### config.mk
export PLATFORM = sky130hd
export DESIGN_NAME = audma_engine
export DESIGN_NICKNAME = d
export VERILOG_FILES = /design/src/rtl/audma_pkg.sv /design/src/rtl/audma_regs.sv /design/src/rtl/audma_rate.sv /design/src/rtl/audma_stream.sv /design/src/rtl/audma_engine.sv
export SDC_FILE = /design/constraint.sdc
export NUM_CORES = 1
export LEC_CHECK = 0
export CAP_MARGIN = 0
export CORE_ASPECT_RATIO = 0.8
export CORE_UTILIZATION = 35
export DETAILED_ROUTE_END_ITERATION = 8
export PLACE_DENSITY = 0.53
export SKIP_LAST_GASP = 1
export SYNTH_ARGS = -nofsm -noshare
export SYNTH_HDL_FRONTEND = slang
export SYNTH_SLANG_ARGS = --single-unit
### constraint.sdc
create_clock -name clk -period 3.9 [get_ports clk]
set_clock_uncertainty 0.1 [all_clocks]
set_input_delay 0.78 -clock clk [delete_from_list [all_inputs] [get_ports clk]]
set_output_delay 0.78 -clock clk [all_outputs]
set_load 0.05 [all_outputs]
### src/rtl/audma_pkg.sv
package audma_pkg;
    // control register bit positions
    localparam int CB_UNMUTE  = 2;
    localparam int CB_PASS    = 6;
    localparam int CB_IN      = 7;
    localparam int CB_OUT     = 8;
    localparam int CB_RATE_LO = 9;
    localparam int CB_RATE_HI = 11;

    // halfword indices inside the 32-byte window
    localparam logic [3:0] IX_CTRL   = 4'd0;
    localparam logic [3:0] IX_CTRL_A = 4'd1;
    localparam logic [3:0] IX_STW_LO = 4'd2;
    localparam logic [3:0] IX_STW_HI = 4'd3;
    localparam logic [3:0] IX_LEFT   = 4'd4;
    localparam logic [3:0] IX_INB_LO = 4'd6;
    localparam logic [3:0] IX_INB_HI = 4'd7;
    localparam logic [3:0] IX_OUB_LO = 4'd8;
    localparam logic [3:0] IX_OUB_HI = 4'd9;
    localparam logic [3:0] IX_LEN    = 4'd10;
    localparam logic [3:0] IX_STH    = 4'd11;

    // fixed read-back values
    localparam logic [15:0] STW_LO_VAL = 16'h0002;
    localparam logic [15:0] STW_HI_VAL = 16'h0040;
    localparam logic [15:0] STH_VAL    = 16'h0200;

    typedef enum logic [1:0] {
        RATE_SLOW = 2'b00,
        RATE_MID  = 2'b01,
        RATE_FAST = 2'b10,
        RATE_ALT  = 2'b11
    } rate_e;
endpackage

### src/rtl/audma_regs.sv
module audma_regs
    import audma_pkg::*;
#(
    parameter int ADDR_W = 32,
    parameter int LEN_W  = 16,
    parameter int REG_AW = 12
) (
    input  logic              clk,
    input  logic              rst_n,
    input  logic              reg_sel,
    input  logic              reg_wr,
    input  logic [REG_AW-1:0] reg_addr,
    input  logic [15:0]       reg_wdata,
    input  logic [15:0]       left_i,
    output logic [15:0]       reg_rdata,
    output logic [15:0]       ctrl_o,
    output logic [LEN_W-1:0]  len_o,
    output logic [ADDR_W-1:0] inb_o,
    output logic [ADDR_W-1:0] outb_o
);
    typedef struct packed {
        logic [15:0]       ctrl;
        logic [LEN_W-1:0]  len;
        logic [ADDR_W-1:0] inb;
        logic [ADDR_W-1:0] outb;
    } regs_t;

    regs_t       regs_d, regs_q;
    logic [3:0]  idx;
    logic [31:0] inb_w, outb_w;
    logic        unused_addr_bits;

    // only bits [4:1] decode: the window repeats every 32 bytes
    assign idx              = reg_addr[4:1];
    assign unused_addr_bits = ^{reg_addr[REG_AW-1:5], reg_addr[0]};
    assign inb_w            = 32'(regs_q.inb);
    assign outb_w           = 32'(regs_q.outb);

    always_comb begin
        regs_d = regs_q;
        if (reg_sel && reg_wr) begin
            case (idx)
                IX_CTRL, IX_CTRL_A: regs_d.ctrl = reg_wdata;
                IX_INB_LO: regs_d.inb  = ADDR_W'({inb_w[31:16], reg_wdata});
                IX_INB_HI: regs_d.inb  = ADDR_W'({reg_wdata, inb_w[15:0]});
                IX_OUB_LO: regs_d.outb = ADDR_W'({outb_w[31:16], reg_wdata});
                IX_OUB_HI: regs_d.outb = ADDR_W'({reg_wdata, outb_w[15:0]});
                IX_LEN:    regs_d.len  = LEN_W'(reg_wdata);
                default: ;
            endcase
        end
    end

    always_ff @(posedge clk or negedge rst_n) begin
        if (!rst_n) regs_q <= '0;
        else        regs_q <= regs_d;
    end

    always_comb begin
        case (idx)
            IX_CTRL, IX_CTRL_A: reg_rdata = regs_q.ctrl;
            IX_STW_LO:          reg_rdata = STW_LO_VAL;
            IX_STW_HI:          reg_rdata = STW_HI_VAL;
            IX_LEFT:            reg_rdata = left_i;
            IX_INB_LO:          reg_rdata = inb_w[15:0];
            IX_INB_HI:          reg_rdata = inb_w[31:16];
            IX_OUB_LO:          reg_rdata = outb_w[15:0];
            IX_OUB_HI:          reg_rdata = outb_w[31:16];
            IX_LEN:             reg_rdata = 16'(regs_q.len);
            IX_STH:             reg_rdata = STH_VAL;
            default:            reg_rdata = 16'h0000;
        endcase
    end

    assign ctrl_o = regs_q.ctrl;
    assign len_o  = regs_q.len;
    assign inb_o  = regs_q.inb;
    assign outb_o = regs_q.outb;
endmodule

### src/rtl/audma_rate.sv
module audma_rate
    import audma_pkg::*;
#(
    parameter int DIV_FAST = 4,
    parameter int DIV_MID  = 8,
    parameter int DIV_SLOW = 9
) (
    input  logic       clk,
    input  logic       rst_n,
    input  logic       run_i,
    input  logic [1:0] rate_i,
    output logic       tick_o
);
    localparam int MAX_AB = (DIV_FAST > DIV_MID) ? DIV_FAST : DIV_MID;
    localparam int MAX_D  = (MAX_AB > DIV_SLOW) ? MAX_AB : DIV_SLOW;
    localparam int DIV_W  = $clog2(MAX_D + 1);

    typedef struct packed {
        logic [DIV_W-1:0] div;
    } rate_t;

    rate_t            st_d, st_q;
    logic [DIV_W-1:0] lim;

    always_comb begin
        case (rate_e'(rate_i))
            RATE_MID:  lim = DIV_W'(DIV_MID);
            RATE_SLOW: lim = DIV_W'(DIV_SLOW);
            default:   lim = DIV_W'(DIV_FAST);
        endcase
    end

    // ">=" lets a rate change in mid-stream fall straight onto the new limit
    assign tick_o = run_i && (st_q.div >= lim - DIV_W'(1));

    always_comb begin
        st_d = st_q;
        if (!run_i || tick_o) st_d.div = '0;
        else                  st_d.div = st_q.div + DIV_W'(1);
    end

    always_ff @(posedge clk or negedge rst_n) begin
        if (!rst_n) st_q <= '0;
        else        st_q <= st_d;
    end
endmodule

### src/rtl/audma_stream.sv
module audma_stream #(
    parameter int ADDR_W = 32,
    parameter int LEN_W  = 16,
    parameter int CNT_W  = LEN_W + 6
) (
    input  logic              clk,
    input  logic              rst_n,
    input  logic              in_en_i,
    input  logic              out_en_i,
    input  logic              unmute_i,
    input  logic              pass_i,
    input  logic              tick_i,
    input  logic [LEN_W-1:0]  len_i,
    input  logic [ADDR_W-1:0] inb_i,
    input  logic [ADDR_W-1:0] outb_i,
    input  logic              ser_in,
    input  logic [7:0]        mem_rd_data,
    output logic [ADDR_W-1:0] mem_rd_addr,
    output logic              mem_wr_en,
    output logic [ADDR_W-1:0] mem_wr_addr,
    output logic [2:0]        mem_wr_bit,
    output logic              mem_wr_val,
    output logic              ser_out,
    output logic              run_o,
    output logic [CNT_W-1:0]  cnt_o,
    output logic [CNT_W-1:0]  pos_o
);
    typedef struct packed {
        logic             run;
        logic [CNT_W-1:0] cnt;
        logic [CNT_W-1:0] pos;
        logic             sout;
    } strm_t;

    strm_t             st_d, st_q;
    logic              any_en;
    logic              xfer;
    logic              rd_bit;
    logic [CNT_W-1:0]  reload;
    logic [ADDR_W-1:0] byte_off;
    logic [2:0]        bit_sel;

    assign any_en   = in_en_i | out_en_i;
    assign xfer     = tick_i && (st_q.cnt != '0);
    assign reload   = CNT_W'(len_i) << 6;
    assign byte_off = ADDR_W'(st_q.pos >> 3);
    assign bit_sel  = 3'd7 - st_q.pos[2:0];
    assign rd_bit   = mem_rd_data[bit_sel];

    always_comb begin
        st_d = st_q;
        if (!any_en) begin
            st_d.run = 1'b0;
            st_d.cnt = '0;
            st_d.pos = '0;
        end else if (!st_q.run) begin
            st_d.run = 1'b1;
            st_d.cnt = reload;
            st_d.pos = '0;
        end else if (xfer) begin
            if (st_q.cnt == CNT_W'(1)) begin
                st_d.cnt = reload;
                st_d.pos = '0;
            end else begin
                st_d.cnt = st_q.cnt - CNT_W'(1);
                st_d.pos = st_q.pos + CNT_W'(1);
            end
        end

        if (!out_en_i)     st_d.sout = 1'b0;
        else if (xfer)     st_d.sout = !unmute_i ? 1'b0 : (pass_i ? ser_in : rd_bit);
    end

    always_ff @(posedge clk or negedge rst_n) begin
        if (!rst_n) st_q <= '0;
        else        st_q <= st_d;
    end

    assign mem_rd_addr = outb_i + byte_off;
    assign mem_wr_en   = xfer && in_en_i;
    assign mem_wr_addr = inb_i + byte_off;
    assign mem_wr_bit  = bit_sel;
    assign mem_wr_val  = ser_in;
    assign ser_out     = st_q.sout;
    assign run_o       = st_q.run;
    assign cnt_o       = st_q.cnt;
    assign pos_o       = st_q.pos;
endmodule

### src/rtl/audma_engine.sv
module audma_engine
    import audma_pkg::*;
#(
    parameter int ADDR_W   = 32,
    parameter int REG_AW   = 12,
    parameter int LEN_W    = 16,
    parameter int DIV_FAST = 4,
    parameter int DIV_MID  = 8,
    parameter int DIV_SLOW = 9
) (
    input  logic              clk,
    input  logic              rst_n,
    input  logic              reg_sel,
    input  logic              reg_wr,
    input  logic [REG_AW-1:0] reg_addr,
    input  logic [15:0]       reg_wdata,
    output logic [15:0]       reg_rdata,
    output logic [ADDR_W-1:0] mem_rd_addr,
    input  logic [7:0]        mem_rd_data,
    output logic              mem_wr_en,
    output logic [ADDR_W-1:0] mem_wr_addr,
    output logic [2:0]        mem_wr_bit,
    output logic              mem_wr_val,
    input  logic              ser_in,
    output logic              ser_out
);
    localparam int CNT_W = LEN_W + 6;

    logic [15:0]       ctrl_q;
    logic [LEN_W-1:0]  len_q;
    logic [ADDR_W-1:0] inb_q, outb_q;
    logic [CNT_W-1:0]  cnt_q, pos_q;
    logic              run_q;
    logic              tick;
    logic              unused_ctrl;

    assign unused_ctrl = ^{ctrl_q[15:12], ctrl_q[10], ctrl_q[5:3], ctrl_q[1:0],
                           cnt_q[CNT_W-1:16]};

    audma_regs #(.ADDR_W(ADDR_W), .LEN_W(LEN_W), .REG_AW(REG_AW)) i_regs (
        .clk       (clk),
        .rst_n     (rst_n),
        .reg_sel   (reg_sel),
        .reg_wr    (reg_wr),
        .reg_addr  (reg_addr),
        .reg_wdata (reg_wdata),
        .left_i    (cnt_q[15:0]),
        .reg_rdata (reg_rdata),
        .ctrl_o    (ctrl_q),
        .len_o     (len_q),
        .inb_o     (inb_q),
        .outb_o    (outb_q)
    );

    audma_rate #(.DIV_FAST(DIV_FAST), .DIV_MID(DIV_MID), .DIV_SLOW(DIV_SLOW)) i_rate (
        .clk    (clk),
        .rst_n  (rst_n),
        .run_i  (run_q && (ctrl_q[CB_IN] || ctrl_q[CB_OUT])),
        .rate_i ({ctrl_q[CB_RATE_HI], ctrl_q[CB_RATE_LO]}),
        .tick_o (tick)
    );

    audma_stream #(.ADDR_W(ADDR_W), .LEN_W(LEN_W), .CNT_W(CNT_W)) i_stream (
        .clk         (clk),
        .rst_n       (rst_n),
        .in_en_i     (ctrl_q[CB_IN]),
        .out_en_i    (ctrl_q[CB_OUT]),
        .unmute_i    (ctrl_q[CB_UNMUTE]),
        .pass_i      (ctrl_q[CB_PASS]),
        .tick_i      (tick),
        .len_i       (len_q),
        .inb_i       (inb_q),
        .outb_i      (outb_q),
        .ser_in      (ser_in),
        .mem_rd_data (mem_rd_data),
        .mem_rd_addr (mem_rd_addr),
        .mem_wr_en   (mem_wr_en),
        .mem_wr_addr (mem_wr_addr),
        .mem_wr_bit  (mem_wr_bit),
        .mem_wr_val  (mem_wr_val),
        .ser_out     (ser_out),
        .run_o       (run_q),
        .cnt_o       (cnt_q),
        .pos_o       (pos_q)
    );
endmodule

Yosys cells after proc, flatten, opt, wreduce, memory -nomap -nowiden
Cells that the tools add are included.
{ "totals": {"register_bits": 146, "in_bits": 41, "output_inout_bits": 86, "wordCells": 72} }
{ "classes": {"addsub": 7, "order_cmp": 2, "n_eq_ne": 14, "n_mux": 15, "bitwise_logic": 5, "reduce_logical": 18} }
{ "op_table": {"columns": ["operator", "n"], "rows": [
  ["16-bit one-hot mux with 10 select lines", 1],
  ["44-bit 2-to-1 mux", 3],
  ["32-bit one-hot mux with 2 select lines", 2],
  ["32-bit by 19-bit adder with 32-bit output", 2],
  ["45-bit 2-to-1 mux", 1],
  ["22-bit by 1-bit adder with 22-bit output (second input constant)", 1],
  ["22-bit by 1-bit equality test with 1-bit output (second input constant)", 1],
  ["22-bit nonzero test", 1],
  ["22-bit by 1-bit subtractor with 22-bit output (second input constant)", 1],
  ["4-bit equality test (second input constant)", 4],
  ["4-bit by 3-bit equality test with 1-bit output (second input constant)", 3],
  ["3-bit AND reduction", 4],
  ["4-bit by 2-bit equality test with 1-bit output (second input constant)", 2],
  ["4-bit one-hot mux with 2 select lines", 1],
  ["1-bit logical AND", 5],
  ["1-bit 2-to-1 mux", 5],
  ["4-bit by 1-bit adder with 4-bit output (second input constant)", 1],
  ["4-bit by 1-bit equality test with 1-bit output (second input constant)", 1],
  ["4-bit >= comparator", 1],
  ["4-bit logical NOT", 1],
  ["3-bit by 4-bit less-than comparator with 1-bit output (second input constant)", 1],
  ["4-bit 2-to-1 mux", 1],
  ["1-bit inverter", 4],
  ["2-bit AND reduction", 2],
  ["other kinds (11)", 12]
]} }

Longest topological paths before layout
{ "logic_depth": {"word_depth": 9, "ltp_mapped": 11, "ltp_nobuf": 8} }

Cells and area by module
A second synthesis with hierarchy kept.
{ "unflattened": {"hier_cells": 1119, "hier_area_um2": 10316.1} }
{ "modules_own_cells": {"columns": ["module", "instances", "cells_each", "area_each_um2", "seq_area_each_um2"], "rows": [
  ["audma_stream", 1, 660, 5247.5, 1151.1],
  ["audma_regs", 1, 431, 4785.8, 2402.3],
  ["audma_rate", 1, 27, 275.3, 100.1],
  ["audma_engine", 1, 1, 7.5, 0.0]
]} }

Least setup slack after synthesis
OpenSTA, ideal clock, no wires.
{ "synth_path": {"path_type": "register to output", "start": "register i_stream.st_q, in the netlist i_stream.pos_o[14]", "end": "output mem_wr_addr[20]", "arrival_time_ps": 3610, "setup_slack_ps": -590, "stages_incl_launch_ff": 8, "path_buffers": 1, "cell_sequence": "dfrtp_1 > ha_1 > clkbuf_1 > nand3_1 > or3_1 > nor3_1 > nor2_1 > o311ai_0"} }
{ "synth_via": {"elab_chain_cells": 1} }
{ "synth_rtl": {"columns": ["element", "line_no", "source"], "rows": [
  ["start, declared", "audma_stream.sv:35", "strm_t st_d, st_q;"],
  ["start signal, assigned", "audma_stream.sv:76", "else st_q <= st_d;"],
  ["32-bit by 19-bit adder with 32-bit output", "audma_stream.sv:81", "assign mem_wr_addr = inb_i + byte_off;"],
  ["end, declared", "audma_engine.sv:21", "output logic [ADDR_W-1:0] mem_wr_addr,"]
]} }
Every way passes these cells.

Worst setup path in the final report
{ "layout_path": {"start": "register i_stream.st_q, in the netlist i_stream.pos_o[10]", "end": "output mem_wr_addr[20]"} }
Same word-level chain as after synthesis.

==> results.md <==
- Top FF cell, synth: dfrtp_1
- Synth Instances: about 1100
- First-pass GRT wire length: about 55000 microns
- Synthesized area: 9970 sq um
- CP max FO: 7
- Final #Nets: about 1400
- CTS tree: yes
- Ys async rst share: 100%
- Distinct cells, synth: 74
- Largest net degree at the start of global routing: 84
- Max-slew violations: 0
- Count leader, synth: dfrtp_1
- Post-synthesis adder-cell area fraction: 6.18%
- Chip Height: 153 microns
- Setup TNS: -0.0101 ns
- Fmax: 256 MHz
- Synthesis Warnings: 0
- Clock Tree Buf Depth: 2
- CTS hold repair buffers: 0
- CP startpoint kind: flip-flop
- Clock sink total: 146
- Max VDD drop: 0.000293 V
- MaxCap Viol Count: 0
- CTS clock-pin slew for the worst setup and hold paths: 0.07 ns
- Fin crit share: 100%
- EDFF count, synth: 0
- WP data arrival: roughly 3.0 ns
- WHS: 0.280 ns
- Worst-margin pin slew: approximately 0.82 ns
- Ports: 127
- Post-Synth XOR/XNOR Area: 5.10%
- Simple-Gate Fraction of Synth Area: 18.6%
- Compound-Gate Fraction of Synth Area: 21.7%
- DRC Markers: 0
- PortBufs: ~120
- Post-synthesis sequential area ratio: approximately 37%
- Clock latency on the worst-skew pair: approximately 0.43 ns
- Crit-path cells: ha_1 > and3_1 > nand2_1 > or3_1 > nor3_4 > nor2_2 > buf_6 > o311ai_2 > buf_12
- Largest area contributor in the netlist: dfrtp_1
- Initial Utilization: between 30% and 40%
- Number of DRC markers in iteration 0: 945
- RSZ-0062 raised after global routing: true
- HPWL after DPL: between 20000 and 30000 microns
- Synth Area per Inst: 8.94 sq um
- Synthesis-stage register bit count: 146
- Largest stage delay, worst path: 0.46 ns
- Layout cells sized above 1: 25.9%
- Detailed-route via count: 9721
- CTS Buf Count: 17
- Ant diodes: 0
- Top cell type's share of synthesized area: 36.7%
- Vias in the first global route: 9141
- Final setup violating endpoints: 1
- CTS Root Cell: clkbuf_16
- Die X: around 190 microns
- Setup crit end kind: primary output
- R2R setup slack: approximately 0.73 ns
- Multiplexer area fraction after synthesis: 8.08%
- Largest family of logic cells by synthesized area: compound AO/OA/AOI/OAI gates
- Failing checks: negative setup slack
- Max_slew headroom: between 40% and 50%
- Final WS setup: -0.0101 ns
- Drt first pass iters: 8
- Synth area leaders: dfrtp_1, mux2_2, ha_1
- ANT nets after route: 0
- Core footprint: 27600 sq um
- Routed WL per cell: roughly 22 microns
- H-Tree Depth: 4
- GRT Total Usage: between 20% and 30%
- Hold Fails Final Rpt: 0
- Lkg Pwr: 5.96 nW
- Area after DPL: ~13000 sq um
- Worst hold path type: input port to asynchronous set/reset pin
- Antenna violations before repair: 0
- PD cells: 519 nW/um^2
- Outcome: finished, violations left
- Final min period: slightly below 4 ns
- Post-synth top cells: dfrtp_1, nand2_1, o21ai_0
- Area delta synth->final: 37.2%
- RePlAce Congestion: ~0.90
- Final core utilization: 49.5%
- WS Path Type: flip-flop to primary output
- Synthesized Nets: 1204
- WL final: 36000 microns
- Worst endpoint required time: 3.02 ns
- Rows: 54
- Die area: 29200 sq um
- Final total power: about 7.1 mW
- Slowest stage cell on the critical path: dfrtp_1
- Vias per cell: between 5 and 6
- Post-route cell area: ~14000 sq um
- Grt total ovfl: 0
[stage by stage]
stage               setup WS, ns  cells
detailed placement       -0.0400   1614
CTS                       -0.144   1653
global placement         -0.0703   1614
finish                   -0.0101   1662
floorplan                0.00817   1115
global route              -0.107   1662
[power by group]
| group | internal, mW | switching [mW] |
|---|---|---|
| Sequential | 1.79 | 0.417 |
| Clock | 0.970 | 0.689 |
| Combinational | 1.33 | 1.91 |
[logic make-up (layout without fill, tap and decap cells)]
family | count (synthesis) | after routing
and+or+nand+nor | 382 | 382
AOI/OAI and AO/OA | 329 | 329
DFF | 146 | 146
buffers and inverters | 82 | 265
muxes | 70 | 70
xor gates and xnor gates | 58 | 58
adders and majority gates | 48 | 48
[layout by cell type (no fill, tap or decap), drive strengths merged, types with 43 or more instances in the layout]
master	n
buf	158
dfrtp	146
nand2	133
o21ai	105
nor2	76
mux2	64
a21oi	62
clkdlybuf4s50	47
ha	46
nand3	43
[final timing paths]
path,startpoint,endpoint,depth (start not counted)
min in group clk,i_rate.st_q[0],i_rate.st_q[0],1
max in group asynchronous,rst_n,i_regs.outb_o[6],2
worst min register to register,i_rate.st_q[0],i_rate.st_q[0],1
worst max-delay path,i_stream.pos_o[10],mem_wr_addr[20],9
worst max register to register,i_stream.cnt_o[9],i_stream.pos_o[16],8
worst min-delay path,rst_n,i_rate.st_q[2],1
[sequential cells by signal, indices dropped and copies added, names as in the netlist]
signal            flops
i_regs.inb_o         32
i_regs.outb_o        32
i_stream.cnt_o       22
i_stream.pos_o       22
i_regs.ctrl_o        16
i_regs.len_o         16
i_rate.st_q           4
i_stream.run_o        1
i_stream.ser_out      1
[worst max-delay path, delay by kind of cell (launching register included)]
kind / cells / cell delay (ns)
AND/OR/NAND/NOR: 5 / 1.02
flip-flops: 1 / 0.46
adder cells (fa/ha/maj): 1 / 0.42
AO/OA/AOI/OAI: 1 / 0.36
buffers and inverters: 2 / 0.33
[area by class of cell]
class | count | area (sq um)
clock buffer | 19 | 443
clock inverter | 13 | 153
fill | 2535 | 14000
inverter | 24 | 90.1
multi-input combinational | 887 | 6310
sequential | 146 | 3660
tap | 364 | 455
timing repair buffer | 209 | 2570
[metal layers]
metal  routed length, microns  global-route usage, %
met2                    15400                   36.3
met5                        0                      0
met3                     2660                   4.82
met1                    17200                   37.3
met4                      694                   5.41
[timing repair]
action | in CTS | in global routing
resized for setup | 26 | 52
setup buffers | 7 | 10
pin swaps | 12 | 28
setup endpoints to repair | 35 | 40
Power figures use the tool's default switching activity.
